## src/rtl/txn_pkg.sv

```systemverilog
package txn_pkg;

  typedef enum logic [1:0] {
    OP_NONE   = 2'b00,
    OP_CHECK  = 2'b01,
    OP_FINISH = 2'b10,
    OP_DROP   = 2'b11
  } txn_op_e;

  typedef struct packed {
    logic live;
    logic clean;
  } txn_flags_t;

  typedef struct packed {
    logic rvalid;
    logic rok;
    logic commit;
    logic discard;
  } txn_resp_t;

  localparam txn_flags_t FLAGS_IDLE = '{live: 1'b0, clean: 1'b1};
  localparam txn_resp_t  RESP_NONE  = '{rvalid: 1'b0, rok: 1'b0, commit: 1'b0, discard: 1'b0};

endpackage

```

## src/rtl/txn_conflict_detect.sv

```systemverilog
module txn_conflict_detect #(
  parameter int PORTS = 2
) (
  input  logic [PORTS-1:0] snp_valid_i,
  input  logic [PORTS-1:0] snp_write_i,
  input  logic [PORTS-1:0] snp_in_rd_i,
  input  logic [PORTS-1:0] snp_in_wr_i,
  input  logic             bus_busy_i,
  output logic             lost_o
);

  logic [PORTS-1:0] hit;

  // One detector per snoop channel
  for (genvar p = 0; p < PORTS; p++) begin : g_chan
    always_comb begin
      hit[p] = snp_valid_i[p] &
               ((snp_write_i[p] & snp_in_rd_i[p]) | snp_in_wr_i[p]);
    end
  end

  always_comb begin
    lost_o = (|hit) | bus_busy_i;
  end

endmodule

```

## src/rtl/txn_verify_decode.sv

```systemverilog
module txn_verify_decode
  import txn_pkg::*;
(
  input  txn_flags_t flags_q,
  input  logic       txn_access_i,
  input  logic       lost_i,
  input  logic       op_valid_i,
  input  logic [1:0] op_code_i,
  input  logic       irq_i,
  output txn_flags_t flags_n,
  output txn_resp_t  resp_n
);

  txn_op_e    op;
  logic       op_live;
  logic       lost_eff;
  txn_flags_t run_flags;

  always_comb begin
    op       = txn_op_e'(op_code_i);
    op_live  = op_valid_i & (op != OP_NONE);
    lost_eff = flags_q.live & lost_i;
    // Flag update when no instruction completes this cycle
    run_flags.live  = flags_q.live | txn_access_i;
    run_flags.clean = flags_q.clean & ~lost_eff;
  end

  always_comb begin
    flags_n = run_flags;
    resp_n  = RESP_NONE;
    if (irq_i) begin
      flags_n        = FLAGS_IDLE;
      resp_n.discard = 1'b1;
      resp_n.rvalid  = op_live;
      resp_n.rok     = 1'b0;
    end else if (op_live) begin
      resp_n.rvalid = 1'b1;
      unique case (op)
        OP_CHECK: begin
          resp_n.rok = run_flags.clean;
          if (!run_flags.clean) begin
            resp_n.discard = 1'b1;
            flags_n        = FLAGS_IDLE;
          end
        end
        OP_FINISH: begin
          resp_n.rok     = flags_q.clean;
          resp_n.commit  = flags_q.clean;
          resp_n.discard = ~flags_q.clean;
          flags_n        = FLAGS_IDLE;
        end
        OP_DROP: begin
          resp_n.discard = 1'b1;
          flags_n        = FLAGS_IDLE;
        end
        default: begin
          resp_n = RESP_NONE;
        end
      endcase
    end
  end

endmodule

```

## src/rtl/txn_flag_regs.sv

```systemverilog
module txn_flag_regs
  import txn_pkg::*;
(
  input  logic       clk,
  input  logic       rst_n,
  input  txn_flags_t flags_n,
  input  txn_resp_t  resp_n,
  output txn_flags_t flags_q,
  output txn_resp_t  resp_q
);

  logic flags_en;

  always_comb begin
    flags_en = (flags_n != flags_q);
  end

  always_ff @(posedge clk or negedge rst_n) begin
    if (!rst_n) begin
      flags_q <= FLAGS_IDLE;
    end else if (flags_en) begin
      flags_q <= flags_n;
    end
  end

  always_ff @(posedge clk or negedge rst_n) begin
    if (!rst_n) begin
      resp_q <= RESP_NONE;
    end else begin
      resp_q <= resp_n;
    end
  end

endmodule

```

## src/rtl/txn_status_unit.sv

```systemverilog
module txn_status_unit
  import txn_pkg::*;
#(
  parameter int PORTS = 2
) (
  input  logic             clk,
  input  logic             rst_n,
  input  logic             txn_access_i,
  input  logic             bus_busy_i,
  input  logic [PORTS-1:0] snp_valid_i,
  input  logic [PORTS-1:0] snp_write_i,
  input  logic [PORTS-1:0] snp_in_rd_i,
  input  logic [PORTS-1:0] snp_in_wr_i,
  input  logic             op_valid_i,
  input  logic [1:0]       op_code_i,
  input  logic             irq_i,
  output logic             result_valid_o,
  output logic             result_ok_o,
  output logic             commit_o,
  output logic             discard_o,
  output logic             active_o,
  output logic             clean_o
);

  logic       lost;
  txn_flags_t flags_q;
  txn_flags_t flags_n;
  txn_resp_t  resp_n;
  txn_resp_t  resp_q;

  txn_conflict_detect #(.PORTS(PORTS)) u_detect (
    .snp_valid_i (snp_valid_i),
    .snp_write_i (snp_write_i),
    .snp_in_rd_i (snp_in_rd_i),
    .snp_in_wr_i (snp_in_wr_i),
    .bus_busy_i  (bus_busy_i),
    .lost_o      (lost)
  );

  txn_verify_decode u_decode (
    .flags_q      (flags_q),
    .txn_access_i (txn_access_i),
    .lost_i       (lost),
    .op_valid_i   (op_valid_i),
    .op_code_i    (op_code_i),
    .irq_i        (irq_i),
    .flags_n      (flags_n),
    .resp_n       (resp_n)
  );

  txn_flag_regs u_regs (
    .clk     (clk),
    .rst_n   (rst_n),
    .flags_n (flags_n),
    .resp_n  (resp_n),
    .flags_q (flags_q),
    .resp_q  (resp_q)
  );

  always_comb begin
    active_o       = flags_q.live;
    clean_o        = flags_q.clean;
    result_valid_o = resp_q.rvalid;
    result_ok_o    = resp_q.rok;
    commit_o       = resp_q.commit;
    discard_o      = resp_q.discard;
  end

endmodule

```

## config.mk

```make
export PLATFORM = sky130hd
export DESIGN_NAME = txn_status_unit
export DESIGN_NICKNAME = d
export VERILOG_FILES = /design/src/rtl/txn_pkg.sv /design/src/rtl/txn_conflict_detect.sv /design/src/rtl/txn_verify_decode.sv /design/src/rtl/txn_flag_regs.sv /design/src/rtl/txn_status_unit.sv
export SDC_FILE = /design/constraint.sdc
export NUM_CORES = 1
export LEC_CHECK = 0
export BUFFER_PORTS_ARGS = -buffer_cell sky130_fd_sc_hd__buf_2
export CORE_AREA = 2 2 39 41
export DETAILED_ROUTE_END_ITERATION = 10
export DIE_AREA = 0 0 41 43
export PLACE_DENSITY = 0.63
export SLEW_MARGIN = 20
export SYNTH_ARGS = -nofsm -noshare
export SYNTH_HDL_FRONTEND = slang
export SYNTH_SLANG_ARGS = --single-unit
```

## constraint.sdc

```tcl
create_clock -name clk -period 1.5 [get_ports clk]
set_input_delay 0.225 -clock clk [delete_from_list [all_inputs] [get_ports clk]]
set_output_delay 0.225 -clock clk [all_outputs]
set_load 0.02 [all_outputs]
```

==> metrics.csv, run 1 <==
metric,value,unit
status,"complete, no violations",
synth_area_leaders,"dfrtp_1, ha_1, dfstp_2",
wl_per_cell,10.68,um
vias_per_cell,4.560,
root_buffer,clkbuf_4,
utilization,36.53,%
fin_tns_setup,0,ns
clkLatencyLatePin,0.25,ns
critPathSlowestCell,dfstp_2,
endpoint_kind,register,
r2r-end,u_regs.resp_q[0],
peakVddDrop,0.2020,mV
cp.arrival,1.36,ns
required,1.62,ns
dp_slack,0.1444,ns
grt.overflow.total,0,
crit_chain,nor2b_1 > o21a_1 > a311o_1,
nets,80,
die_h,43,um
final_cell_mix,"buf_2, dfrtp_1, ha_1",
numCtsBuffers,3,
maxCapViolCount,0,
path_depth,3,
critPathMaxStageDelay,0.57,ns
ys_ff_latch,6,
crit_buf_inv,0,
avgSynthCellArea,10.45,um2
powerDensity,847.4,nW/um2
cts_hold_buf,1,
skew,0.002967,ns
portBuffers,21,
cts_buffer_depth,2,
num_vias,342,
antenna_found_initial,0,
drc_errors,0,
wirelength,801,um
crit_type,reg2reg,
yosys_warnings,0,
start_util,25.68,%
max_freq,0.8082,GHz
finalWorstSetupSlack,0.2627,ns
path_clk_slew,0.05,ns
worst_pin_slew,0.3451,ns
area_delta_synth_final,42.25,%
post-cts-setup-buffers,0,
final_antenna_net_count,0,
crit_path_max_fanout,5,
final_common_cell,buf_2,
dieArea,1763,um2
syn_nets,54,
finalHoldViolations,0,
first_pass_iters,4,
finalCritPeriodShare,82.49,%
hold_path_class,in2reg,
track_usage,9.577,%
cts_num_sinks,6,
dr.first_iter.drc_count,8,
yosysTopAreaCell,dfrtp_1,
setup_viol,0,
synth_cells,34,
start_kind,register,
fp-row-count,14,
critPathTopFamily,flip-flops,
first_global_vias,290,
slew_headroom,76.68,%
fp.coreArea,1384,um2
cts_tree,done,
die_w,41,um
r2r_slack,0.26,ns
netlist_area,355.3,um2
cts-resized-gates,0,
rsz0062_at_grt,no,
crit_path_end,u_regs.resp_q[0],
startpoint,u_regs.flags_q[0],
drv_slew,0,
antenna_cells,0,
power.leakage,0.2619,nW
grt_max_degree,8,
synth.distinct_cells,18,
grt_pass1_wl,1083,um
period_minus_slack,1.237,ns
r2r_start,u_regs.flags_q[0],
reg2reg_depth,3,
ys_seq_area_share,42.61,%
h-tree-depth,1,
gp_congestion,0.6719,
ioPinCount,22,
drive_above_1_share,47.46,%
synth_top_area_share,35.21,%
-- cells by family (layout without fill, tap and decap cells) --
kind of cell	after synthesis	in the layout	synth area share, %
AOI/OAI and AO/OA	9	9	20.77
DFF	6	6	42.61
buffers and inverters	4	29	6.338
and+or+nand+nor	11	11	16.20
adders and majority gates	4	4	14.09
-- area by class of cell --
| type | count | area (um2) |
|---|---|---|
| Fill cell | 142 | 878.3 |
| Multi-Input combinational cell | 24 | 181.4 |
| Sequential cell | 6 | 151.4 |
| Timing Repair Buffer | 22 | 115.1 |
| Clock buffer | 4 | 26.28 |
| Tap cell | 16 | 20.02 |
| Inverter | 3 | 11.26 |
-- power by group --
group	internal [mW]	switching (mW)
Sequential	0.172	0.00485
Clock	0.101	0.0628
Combinational	0.0397	0.0479
Total	0.313	0.115
-- registers in the layout, summed over array words and instances, names as in the netlist --
| signal | count |
|---|---|
| u_regs.flags_q | 2 |
| u_regs.resp_q | 4 |
-- how the worst min path moves through the flow --
stage	from	endpoint	slack [ns]	cells past startpoint
finish	irq_i	u_regs.resp_q[1]	0.21	2
detailed placement	rst_n	u_regs.resp_q[3]	0.05	1
CTS	irq_i	u_regs.resp_q[1]	0.20	2
global placement	rst_n	u_regs.resp_q[2]	0.05	1
global route	irq_i	u_regs.resp_q[1]	0.20	2
floorplan	rst_n	u_regs.flags_q[1]	-0.07	0
-- per-stage QoR --
step                instance area, um2  hold slack [ns]  instances  total power, mW
CTS                              505.5           0.2008         75           0.4322
global placement                 469.2          0.05094         70           0.2641
finish                           505.5           0.2067         75           0.4284
global route                     505.5           0.1974         75           0.4578
floorplan                        355.3         -0.07059         34           0.2276
detailed placement               469.2          0.05293         70           0.2657
-- metal layers --
layer | track usage (%) | part of all wire (%) | vias to the layer above
li1 | - | - | 167
met1 | 9.772 | 40 | 143
met2 | 14.69 | 41 | 32
met3 | 3.141 | 18 | 0
met4 | 8.000 | 0 | 0
met5 | 0 | 0 | -
-- cells in the mapped netlist (all sizes together) --
| cell type | count |
|---|---|
| o221ai | 1 |
| nor2 | 3 |
| o21a | 1 |
| nand3 | 2 |
| ha | 4 |
| inv | 3 |
| nor4bb | 1 |
| dfrtp | 5 |
| nand2 | 3 |
| buf | 1 |
| o21ai | 2 |
| a21oi | 2 |
| dfstp | 1 |
| a211o | 1 |
| a311o | 1 |
| nor2b | 2 |
| a211oi | 1 |
Note: power is estimated with default switching activity, not from simulation.
==> run 2, diff against run 1 <==
clock period = 1.2 ns   (was 1.5 ns; I/O delays follow)
==> run 2 against run 1 <==
The flow now finishes with violations (negative setup slack). Combinational power grew 38%. Critical path depth is the same. Routed wire length grew 4.9%. Register-to-register slack lost 0.27 ns. Core utilization grew 1.8 points. Setup slack lost 0.27 ns. Critical endpoint unchanged.
==> metrics.csv, run 2 (synthesized netlist as in run 1, its figures left out) <==
metric,value,unit
status,finished with violations,
violations,negative setup slack,
largest-register,u_regs.resp_q,
area_delta_synth_final,49.30,%
crit_type,reg2reg,
endpoint_kind,register,
clkLatencyLatePin,0.24,ns
final_cell_mix,"buf_2, dfrtp_1, ha_1",
dr.first_iter.drc_count,4,
finalHoldViolations,0,
hpwl,693.3,um
numCtsBuffers,3,
grt_pass1_wl,1228,um
start_kind,register,
r2r_start,u_regs.flags_q[0],
drv_slew,0,
first_pass_iters,2,
final_common_cell,buf_2,
fp.coreArea,1384,um2
dieArea,1763,um2
root_buffer,clkbuf_4,
finalWorstSetupSlack,-0.004038,ns
wl_per_cell,10.77,um
drive_above_1_share,51.61,%
register_area,151.4,um2
crit_path_end,u_regs.resp_q[0],
required,1.32,ns
cts_buffer_depth,2,
slew_headroom,77.14,%
grt_max_degree,8,
hold_path_class,in2reg,
track_usage,10.79,%
crit_path_max_fanout,5,
final_antenna_net_count,0,
cts_num_sinks,6,
cp.arrival,1.32,ns
num_vias,348,
period_minus_slack,1.204,ns
fin_tns_setup,-0.004038,ns
placed_cells,73,
vias_per_cell,4.462,
maxCapViolCount,0,
hold_start,irq_i,
cts_tree,done,
start_util,25.68,%
first_global_vias,312,
critPathMaxStageDelay,0.58,ns
max_freq,0.8305,GHz
antenna_found_initial,0,
portBuffers,21,
drc_errors,0,
r2r_slack,-0.004,ns
gp_congestion,0.6665,
setup_viol,1,
worst_pin_slew,0.3383,ns
die_h,43,um
finalCritPeriodShare,100.3,%
critPathSlowestCell,dfstp_2,
grt.overflow.total,0,
peakVddDrop,0.3302,mV
h-tree-depth,1,
startpoint,u_regs.flags_q[0],
multiInputGateArea,183.9,um2
ioPinCount,22,
instances_no_fill,78,
holdWs,0.1679,ns
path_clk_slew,0.05,ns
power.leakage,0.2768,nW
fill_cells,142,
rsz0062_at_grt,yes,
fp-row-count,14,
die_w,41,um
top_regs,"u_regs.resp_q: 4 flops, u_regs.flags_q: 2 flops",
skew,0.001999,ns
nets,83,
r2r-end,u_regs.resp_q[0],
dp_slack,-0.04890,ns
crit_chain,nor2b_2 > o21a_1 > a311o_1,
antenna_cells,0,
wirelength,840,um
largest_register_ffs,4,
powerDensity,1024,nW/um2
reg2reg_depth,3,
[run 2: cell count changes in the layout (fill, tap and decap cells not counted)]
cell,before,now
nor2b_2,1,2
buf_4,0,3
nor2b_1,1,0
[run 2: cell type report]
| type | count | share of cell area, % |
|---|---|---|
| inverters | 3 | 2.123 |
| flip-flops and latches | 6 | 28.54 |
| multi-input cells | 24 | 34.67 |
| well taps | 16 | 3.774 |
| repair buffers | 25 | 25.94 |
| clock buffers | 4 | 4.953 |
[run 2: repair_timing]
item,CTS,global route
setup endpoints to repair,1,2
buffers inserted,0,0
resized for setup,0,1
hold buffers,1,0
hold endpoints to repair,6,0
[run 2: per-layer routing]
metal  GRT usage [%]  up-vias  wire length (um)
li1                -      175                 -
met1           10.75      151               341
met2           17.19       22               370
met3           2.094        0               128
met4           10.00        0                 0
met5               0        -                 0
[run 2: power by group]
group / leakage (nW) / switching [mW] / internal, mW
clock network: 0.0150 / 0.0739 / 0.126
registers: 0.0749 / 0.00715 / 0.215
logic: 0.187 / 0.0621 / 0.0588
total: 0.277 / 0.143 / 0.400
[run 2: how the worst min path moves through the flow]
| stage | end | slack, ns | cells after the start |
|---|---|---|---|
| 6_report | u_regs.resp_q[1] | 0.17 | 2 |
| 3_3_place_gp | u_regs.resp_q[3] | 0.007 | 1 |
| 2_1_floorplan | u_regs.flags_q[1] | -0.12 | 0 |
| 5_1_grt | u_regs.resp_q[1] | 0.17 | 2 |
| 3_5_place_dp | u_regs.resp_q[3] | 0.008 | 1 |
| 4_1_cts | u_regs.resp_q[1] | 0.15 | 2 |
[run 2: worst max-delay path, delay by kind of cell (launching register included)]
family          cells  cell delay, ns
compound gates      2            0.45
simple gates        1            0.05
flops               1            0.58
[run 2: stage by stage]
stage                     utilization (%)  instance area [um2]  power, mW
after detailed placement            35.53                491.7     0.3447
final                               38.34                530.5     0.5434
after CTS                           38.16                528.0     0.5559
after global routing                38.34                530.5     0.5810
after global placement              35.53                491.7     0.3422
after floorplan                         -                355.3     0.2846
==> run 3, diff against run 2 <==
MAX_ROUTING_LAYER = met4   (was default)
PLACE_DENSITY = default   (was 0.63)
PLACE_DENSITY_LB_ADDON = 0.12   (was default)
TNS_END_PERCENT = 100   (was default)
==> run 3 against run 2 <==
The flow now finishes without violations. Die area unchanged. Critical path depth stayed put. Setup slack improved by 0.020 ns. Fmax up 1.7%. Hold slack got worse by 0.0096 ns. Sequential power about the same. Core utilization up 0.90 points. Clock-buffer cell count unchanged. Non-clock buffer count rose by 2. Final cell count is 2.6% higher. Critical endpoint unchanged. Largest cell class unchanged. Highest routed layer is now met4.
==> metrics.csv, run 3 (synthesized netlist as in run 1, its figures left out) <==
metric,value,unit
crit_chain,nor2b_1 > o21a_1 > a311o_1,
period_minus_slack,1.184,ns
post-cts-setup-buffers,0,
hpwl,667,um
endpoint_kind,register,
start_util,25.68,%
use_met2,17.81,%
h-tree-depth,1,
root_buffer,clkbuf_4,
numCtsBuffers,3,
largest_register_ffs,4,
worst_pin_slew,0.3332,ns
slew_headroom,77.48,%
reg2reg_depth,3,
antenna_found_initial,0,
required,1.32,ns
grt.overflow.total,0,
status,"complete, no violations",
cp.arrival,1.30,ns
die_h,43,um
clkLatencyLatePin,0.25,ns
grt_pass1_wl,1221,um
grtUsageMet3,3.141,%
rsz0062_at_grt,yes,
die_w,41,um
pwr-share-clk,37.2,%
nets,85,
multiInputGateArea,181.4,um2
dieArea,1763,um2
drc_errors,0,
dp_slack,-0.05638,ns
cts-resized-gates,0,
switchingPower,0.1475,mW
start_kind,register,
portBuffers,21,
setup_viol,0,
wirelength,810,um
first_global_vias,347,
pwr-share-comb,22.7,%
crit_buf_inv,0,
r2r_slack,0.02,ns
crit_path_max_fanout,4,
hold_path_end,u_regs.resp_q[1],
use_met1,9.477,%
drv_slew,0,
finalWorstSetupSlack,0.01620,ns
dr.first_iter.drc_count,7,
critPathMaxStageDelay,0.56,ns
hold_start,irq_i,
num_vias,370,
fp.coreArea,1384,um2
drive_above_1_share,51.56,%
intPower,0.4041,mW
ioPinCount,22,
fill_cells,155,
min_path_cells,2,
fp-row-count,14,
crit_type,reg2reg,
power.leakage,0.2854,nW
first_pass_iters,4,
max_freq,0.8447,GHz
sw_frac_of_total,26.74,%
critPathSlowestCell,dfstp_2,
top_regs,"u_regs.resp_q: 4 flops, u_regs.flags_q: 2 flops",
wl_per_cell,10.13,um
grt_max_degree,8,
cts_buffer_depth,2,
cts_num_sinks,6,
holdWs,0.1583,ns
p_seq_share,40.1,%
track_usage,11.38,%
area_delta_synth_final,52.82,%
path_clk_slew,0.05,ns
largest-register,u_regs.resp_q,
powerDensity,1016,nW/um2
top_usage_layer,met2,
hold_path_class,in2reg,
r2r-end,u_regs.resp_q[0],
final_common_cell,buf_2,
gp_congestion,0.7000,
finalHoldViolations,0,
register_area,151.4,um2
r2r_start,u_regs.flags_q[0],
final_antenna_net_count,0,
skew,0.01490,ns
maxCapViolCount,0,
final_cell_mix,"buf_2, buf_4, dfrtp_1",
finalCritPeriodShare,98.65,%
vias_per_cell,4.625,
peakVddDrop,0.2662,mV
startpoint,u_regs.flags_q[0],
cts_tree,done,
antenna_cells,0,
critPathTopFamily,flip-flops,
run 3: changes by cell type in the layout (fill, tap and decap cells not counted), sizes merged:
cell  delta
buf      +2
run 3: final cells by class:
type	instances	share of cell area (%)
tap	16	3.687
timing repair buffer	27	28.11
sequential	6	27.88
multi-input combinational	24	33.41
inverter	3	2.074
clock buffer	4	4.839
run 3: worst max-delay path by stage:
| stage | to | slack (ns) | cells after the start |
|---|---|---|---|
| 3_3_place_gp | u_regs.resp_q[0] | -0.02 | 6 |
| 6_report | u_regs.resp_q[0] | 0.02 | 3 |
| 2_1_floorplan | u_regs.resp_q[0] | -0.008 | 3 |
| 3_5_place_dp | u_regs.resp_q[2] | -0.06 | 6 |
| 4_1_cts | u_regs.resp_q[0] | 0.01 | 3 |
| 5_1_grt | u_regs.resp_q[0] | -0.004 | 3 |
run 3: metrics by stage:
stage | util [%] | total power, mW | TNS, ns | area, um2 | cells
finish | 39.24 | 0.5516 | 0 | 543.0 | 80
global route | 39.24 | 0.5926 | -0.004055 | 543.0 | 80
CTS | 39.24 | 0.5624 | 0 | 543.0 | 80
detailed placement | 36.62 | 0.3484 | -0.07344 | 506.7 | 75
global placement | 36.62 | 0.3493 | -0.04536 | 506.7 | 75
floorplan | - | 0.2846 | -0.008295 | 355.3 | 34
run 3: repair_timing:
item / 4_1_cts / 5_1_grt
hold buffers: 1 / 0
hold endpoints to repair: 6 / 0
setup endpoints to repair: 0 / 1
run 3: power groups by stage:
stage | Clock [mW] | Sequential (mW) | Combinational (mW)
5_1_grt | 0.231 | 0.222 | 0.140
3_5_place_dp | 0 | 0.224 | 0.124
4_1_cts | 0.214 | 0.221 | 0.127
6_report | 0.205 | 0.221 | 0.125
2_1_floorplan | 0 | 0.239 | 0.0459
3_3_place_gp | 0 | 0.224 | 0.125
run 3: worst reg2reg max path, stage by stage (launching register included):
cell,delay (ns)
dfstp_2,0.56
nor2b_1,0.06
o21a_1,0.18
a311o_1,0.27
run 3: per-layer routing:
layer  part of all wire [%]  vias up
met3                     11        2
met2                     49       22
li1                       -      178
met4                    1.7        0
met1                     39      168
met5                      0        -
